`src/rtl/irq_regbank_pkg.sv`:
```
package irq_regbank_pkg;

  localparam int ADDR_W = 12;
  localparam int WORD_W = ADDR_W - 2;

  // word addresses (byte offset / 4)
  localparam logic [WORD_W-1:0] W_SET_EN = 10'h040;
  localparam logic [WORD_W-1:0] W_CLR_EN = 10'h060;
  localparam logic [WORD_W-1:0] W_SET_PD = 10'h080;
  localparam logic [WORD_W-1:0] W_CLR_PD = 10'h0A0;
  localparam logic [WORD_W-1:0] W_PRIO   = 10'h100;

  typedef enum logic [1:0] {
    RS_NONE,
    RS_ENABLE,
    RS_PENDING,
    RS_PRIO
  } rsel_e;

  typedef struct packed {
    logic set_en;
    logic clr_en;
    logic set_pd;
    logic clr_pd;
    logic prio;
  } wr_strb_t;

endpackage

```
`src/rtl/irq_regbank_decode.sv`:
```
module irq_regbank_decode
  import irq_regbank_pkg::*;
#(
  parameter int NUM_REGS = 8,
  parameter int IDX_W    = 3
) (
  input  logic [ADDR_W-1:0] addr,
  input  logic              we,
  output wr_strb_t          strb,
  output rsel_e             rsel,
  output logic [IDX_W-1:0]  prio_idx
);

  logic [WORD_W-1:0] word;
  logic [WORD_W-1:0] prio_off;
  logic              prio_hit;
  logic [1:0]        unused_lsb;

  assign word       = addr[ADDR_W-1:2];
  assign unused_lsb = addr[1:0];
  assign prio_off   = word - W_PRIO;
  assign prio_hit   = (word >= W_PRIO) && (prio_off < WORD_W'(NUM_REGS));
  assign prio_idx   = IDX_W'(prio_off);

  always_comb begin
    if (word == W_SET_EN || word == W_CLR_EN)      rsel = RS_ENABLE;
    else if (word == W_SET_PD || word == W_CLR_PD) rsel = RS_PENDING;
    else if (prio_hit)                             rsel = RS_PRIO;
    else                                           rsel = RS_NONE;
  end

  always_comb begin
    strb        = '0;
    strb.set_en = we && (word == W_SET_EN);
    strb.clr_en = we && (word == W_CLR_EN);
    strb.set_pd = we && (word == W_SET_PD);
    strb.clr_pd = we && (word == W_CLR_PD);
    strb.prio   = we && prio_hit;
  end

endmodule

```
`src/rtl/irq_regbank_flags.sv`:
```
module irq_regbank_flags #(
  parameter int W = 32
) (
  input  logic         clk,
  input  logic         rst_n,
  input  logic [W-1:0] set_mask,
  input  logic [W-1:0] clr_mask,
  input  logic [W-1:0] force_set,
  output logic [W-1:0] q
);

  // Software set/clear first, then a level source overrides the clear.
  logic [W-1:0] q_next;

  always_comb q_next = ((q | set_mask) & ~clr_mask) | force_set;

  always_ff @(posedge clk or negedge rst_n) begin
    if (!rst_n) q <= '0;
    else        q <= q_next;
  end

endmodule

```
`src/rtl/irq_regbank_prio.sv`:
```
module irq_regbank_prio #(
  parameter int NUM_LINES = 32,
  parameter int PRIO_BITS = 2,
  parameter int NUM_REGS  = 8,
  parameter int IDX_W     = 3
) (
  input  logic                   clk,
  input  logic                   rst_n,
  input  logic                   we,
  input  logic [IDX_W-1:0]       idx,
  input  logic [31:0]            wdata,
  output logic [8*NUM_LINES-1:0] prio_flat,
  output logic [31:0]            rd_word
);

  logic [PRIO_BITS-1:0] lvl [NUM_LINES];
  logic [31:0]          reg_words [NUM_REGS];
  logic                 unused_bits;

  assign unused_bits = ^wdata;

  for (genvar n = 0; n < NUM_LINES; n++) begin : g_line
    localparam int REG_I = n / 4;
    localparam int LANE  = n % 4;

    always_ff @(posedge clk or negedge rst_n) begin
      if (!rst_n) lvl[n] <= '0;
      else if (we && idx == IDX_W'(REG_I))
        lvl[n] <= wdata[8*LANE+7 -: PRIO_BITS];
    end

    assign prio_flat[8*n +: 8] = 8'(lvl[n]) << (8 - PRIO_BITS);
  end

  always_comb begin
    for (int r = 0; r < NUM_REGS; r++) reg_words[r] = '0;
    for (int n = 0; n < NUM_LINES; n++)
      reg_words[n/4][8*(n%4) +: 8] = prio_flat[8*n +: 8];
  end

  always_comb begin
    rd_word = '0;
    for (int r = 0; r < NUM_REGS; r++)
      if (idx == IDX_W'(r)) rd_word = reg_words[r];
  end

endmodule

```
`src/rtl/irq_regbank.sv`:
```
module irq_regbank
  import irq_regbank_pkg::*;
#(
  parameter int NUM_LINES = 32,
  parameter int PRIO_BITS = 2
) (
  input  logic                   clk,
  input  logic                   rst_n,
  input  logic [ADDR_W-1:0]      bus_addr,
  input  logic [31:0]            bus_wdata,
  input  logic                   bus_we,
  input  logic                   bus_re,
  output logic [31:0]            bus_rdata,
  input  logic [NUM_LINES-1:0]   irq_req,
  output logic [NUM_LINES-1:0]   line_enable,
  output logic [NUM_LINES-1:0]   line_pending,
  output logic [8*NUM_LINES-1:0] line_prio
);

  localparam int NUM_REGS = (NUM_LINES + 3) / 4;
  localparam int IDX_W    = (NUM_REGS > 1) ? $clog2(NUM_REGS) : 1;

  wr_strb_t             strb;
  rsel_e                rsel;
  logic [IDX_W-1:0]     prio_idx;
  logic [NUM_LINES-1:0] wd_lines;
  logic [31:0]          prio_word;
  logic [31:0]          rd_next;

  assign wd_lines = bus_wdata[NUM_LINES-1:0];

  irq_regbank_decode #(
    .NUM_REGS (NUM_REGS),
    .IDX_W    (IDX_W)
  ) u_decode (
    .addr     (bus_addr),
    .we       (bus_we),
    .strb     (strb),
    .rsel     (rsel),
    .prio_idx (prio_idx)
  );

  irq_regbank_flags #(.W(NUM_LINES)) u_enable (
    .clk       (clk),
    .rst_n     (rst_n),
    .set_mask  (strb.set_en ? wd_lines : '0),
    .clr_mask  (strb.clr_en ? wd_lines : '0),
    .force_set ('0),
    .q         (line_enable)
  );

  irq_regbank_flags #(.W(NUM_LINES)) u_pending (
    .clk       (clk),
    .rst_n     (rst_n),
    .set_mask  (strb.set_pd ? wd_lines : '0),
    .clr_mask  (strb.clr_pd ? wd_lines : '0),
    .force_set (irq_req),
    .q         (line_pending)
  );

  irq_regbank_prio #(
    .NUM_LINES (NUM_LINES),
    .PRIO_BITS (PRIO_BITS),
    .NUM_REGS  (NUM_REGS),
    .IDX_W     (IDX_W)
  ) u_prio (
    .clk       (clk),
    .rst_n     (rst_n),
    .we        (strb.prio),
    .idx       (prio_idx),
    .wdata     (bus_wdata),
    .prio_flat (line_prio),
    .rd_word   (prio_word)
  );

  always_comb begin
    case (rsel)
      RS_ENABLE:  rd_next = 32'(line_enable);
      RS_PENDING: rd_next = 32'(line_pending);
      RS_PRIO:    rd_next = prio_word;
      default:    rd_next = '0;
    endcase
  end

  always_ff @(posedge clk or negedge rst_n) begin
    if (!rst_n)      bus_rdata <= '0;
    else if (bus_re) bus_rdata <= rd_next;
  end

endmodule

```
`config.mk`:
```
export PLATFORM = sky130hd
export DESIGN_NAME = irq_regbank
export DESIGN_NICKNAME = d
export VERILOG_FILES = /design/src/rtl/irq_regbank_pkg.sv /design/src/rtl/irq_regbank_decode.sv /design/src/rtl/irq_regbank_flags.sv /design/src/rtl/irq_regbank_prio.sv /design/src/rtl/irq_regbank.sv
export SDC_FILE = /design/constraint.sdc
export NUM_CORES = 1
export LEC_CHECK = 0
export BUFFER_PORTS_ARGS = -buffer_cell sky130_fd_sc_hd__buf_2
export CAP_MARGIN = 30
export CORE_MARGIN = 2
export CORE_UTILIZATION = 30
export DETAILED_ROUTE_END_ITERATION = 10
export GPL_TIMING_DRIVEN = 0
export PLACE_DENSITY_LB_ADDON = 0.12
export SYNTH_ARGS = -nofsm -noshare
export SYNTH_HDL_FRONTEND = slang
export SYNTH_SLANG_ARGS = --single-unit
export TNS_END_PERCENT = 5
```
`constraint.sdc`:
```
create_clock -name clk -period 1.1 [get_ports clk]
set_input_delay 0.11 -clock clk [delete_from_list [all_inputs] [get_ports clk]]
set_output_delay 0.11 -clock clk [all_outputs]
set_load 0.1 [all_outputs]
```
==> flow_metrics.py <==
metrics = {
    "clocking": {
        "cts_max_path_buffers": 2,
        "root_buffer": "clkbuf_16",
        "cts_tree": "done",
        "clk_pin_slew_ns": 0.07,
        "numCtsBuffers": 17,
        "hold_buffers": 57,
        "cts_num_sinks": 160,
        "htree_num_levels": 4,
        "clock_latency_ns": 0.43,
    },
    "drt": {
        "vias_per_cell": 4.19,
        "vias": 7287,
        "drtAntennaViolNets": 0,
        "drt-initial-drc-count": 439,
        "wl_um": 31400,
        "wire_per_inst_um": 18.0,
        "drt_first_pass_iters": 6,
        "drc": 0,
    },
    "synth": {
        "syn_area_per_cell_um2": 11.0,
        "syn_inst": 809,
        "synth-async-reset-ratio": 1.00,
        "synth_top_area_share": 0.448,
        "yosys_most_used_dff": "dfrtp_1",
        "synth_seq_cells": 160,
        "synth.top_cells.by_count": "192 x buf_4, 160 x dfrtp_1, 56 x a22o_1, 56 x mux2_2, 41 x clkbuf_1",
        "synth_most_common_cell": "buf_4",
        "ys_warn_count": 0,
        "synth_edf_count": 0,
        "synth_area_leader_cell": "dfrtp_1",
        "yosysSeqAreaShare": 0.448,
        "ys_types": 43,
        "syn_area_um2": 8930,
        "yosys-top-cells-area": "dfrtp_1 45%, buf_4 16%, mux2_2 7.1%",
    },
    "critical_path": {
        "slowest_delay_ns": 0.55,
        "cp_max_fo": 8,
        "rr_worst_depth": 3,
        "worstPathRequired_ns": 1.41,
        "cp_slowest_cell": "or4_4",
        "cp_cell_sequence": "buf_2 > or3_4 > or4_4 > or4_4 > buf_12 > mux2_4",
        "critPathLaunchType": "input pin",
        "cp-end-kind": "register",
        "cpMostUsedCell": "or4_4",
        "crit_arrival_ns": 2.15,
        "reg2reg_from": "u_prio.prio_flat[102]$_DFFE_PN0P_",
        "critPathLaunch": "bus_addr[5]",
        "critPathKind": "in2reg",
    },
    "timing": {
        "grt_setup_unrepaired": "yes",
        "holdWs_ns": -0.350,
        "finalCritPeriodShare": 1.68,
        "setup_tns_ns": -70.56,
        "layout_setup_ws_ns": -0.744,
        "finalSetupViolCount": 320,
        "max_freq_ghz": 0.542,
        "tightest_slew_ns": 0.831,
        "period_minus_slack_ns": 1.84,
        "final-hold-violation-count": 76,
        "maxSlewHeadroom": 0.446,
        "skew_ns": 0.0140,
        "slew_violations": 0,
    },
    "global_routing": {
        "antenna_found_initial": 1,
        "grt_pass1_wl_um": 46200,
        "grt_max_degree": 85,
        "grt_pass1_vias": 7184,
        "grtUsageTotal": 0.197,
        "grt_overflow": 0,
    },
    "cells_and_area": {
        "drive_gt1_frac": 0.480,
        "areaGrowthSynthToFinish_pct": 73.7,
        "fin_util": 0.526,
        "fill_cells": 2588,
        "nets": 1415,
    },
    "job": {
        "cap_violations": 0,
    },
    "power_and_ir_drop": {
        "p_leak_uw": 0.00817,
        "vdd_ir_drop_max_v": 0.000758,
        "power_density_nw_per_um2": 1080,
        "finalPower_uw": 16800,
    },
    "floorplan": {
        "die_x_um": 177,
        "initial_core_util": 0.303,
        "core_um2": 29500,
        "fp.dieH_um": 177,
        "fp-row-count": 63,
        "dieArea_um2": 31200,
        "ioPinCount": 432,
    },
    "placed_design": {
        "dp_hpwl_um": 22600,
        "globalplace.congestion": 0.757,
        "pre_cts_slack_ns": -1.72,
        "io_buffers": 234,
    },
    "run_status": {
        "violations": "hold timing, setup timing",
        "outcome": "complete, but fails checks",
    },
    "hold_path": {
        "hold_class": "in2async",
    },
}
## metal layers
metal	wire, um	global-route usage	vias to the layer above
met3	2130	0.0512	23
li1	-	-	3495
met5	0	0	-
met1	13100	0.254	3517
met4	431	0.0430	0
met2	15700	0.332	252
## power by group
group,leakage [uW],internal (uW),total [uW],switching (uW)
logic,0.00604,1120,5060,3940
registers,0.00187,5940,6010,75.9
clock network,0.000255,3000,5680,2680
total,0.00817,10100,16800,6700
## critical path: cells and delay by family
family	cells	cell delay (ns)
buffers and inverters	2	0.28
muxes	1	0.30
and+or+nand+nor	3	1.45
## metrics by stage
| step | std cells | cell area (um^2) |
|---|---|---|
| after floorplan | 1000 | 9650 |
| after global placement | 1624 | 11300 |
| after detailed placement | 1631 | 11400 |
| after CTS | 1736 | 15400 |
| after global routing | 1738 | 15500 |
| final | 1739 | 15500 |
## sequential cells by signal, indices dropped and copies added (netlist names)
register,cells
u_prio.prio_flat,64
u_pending.q,32
u_enable.q,32
bus_rdata,32
## cell usage in the layout (no fill, tap or decap), drive strengths merged, types with 5 or more instances in the layout
cell type      n
a22oi          7
dlygate4sd3   57
nor3           5
clkbuf        55
inv           44
a22o          56
conb         192
mux4          13
mux2          64
o21bai        33
buf          464
nor2           6
nor2b          5
mux2i         40
and3          32
a21oi         33
o21ai          8
dfrtp        160
nand2         36
## area by class of cell
cell class / count / area (um^2) / area share
timing repair buffer: 319 / 4440 / 0.286
clock buffer: 20 / 447 / 0.0288
buffer: 237 / 1810 / 0.117
sequential: 160 / 4040 / 0.261
antenna: 1 / 2.50 / 0.000161
multi-input combinational: 561 / 4030 / 0.260
inverter: 39 / 146 / 0.00944
clock inverter: 12 / 100 / 0.00646
tap: 390 / 488 / 0.0315
## cells by family after synthesis
group	Yosys count	synth area share
simple gates	106	0.0687
compound gates	146	0.120
flops	160	0.448
other cells	1	0.000420
mux	117	0.162
buf+inv	279	0.201
## timing repair
action	4_1_cts	5_1_grt
setup endpoints to repair	320	320
setup buffers	18	2
endpoints found under the hold margin	132	76
gates cloned	1	0
pin swaps	20	7
resized for setup	733	44
## final timing paths
path	to	slack, ns
hold / removal	u_prio.prio_flat[166]$_DFFE_PN0P_	-0.35
setup / recovery	u_prio.prio_flat[95]$_DFFE_PN0P_	-0.74
setup reg to reg	bus_rdata[6]$_DFFE_PN0P_	-0.31
max in group asynchronous	u_enable.q[25]$_DFF_PN0_	0.55
hold reg to reg	bus_rdata[18]$_DFFE_PN0P_	0.57
min in group clk	u_pending.q[14]$_DFF_PN0_	0.02
(Power assumes the default switching activity.)
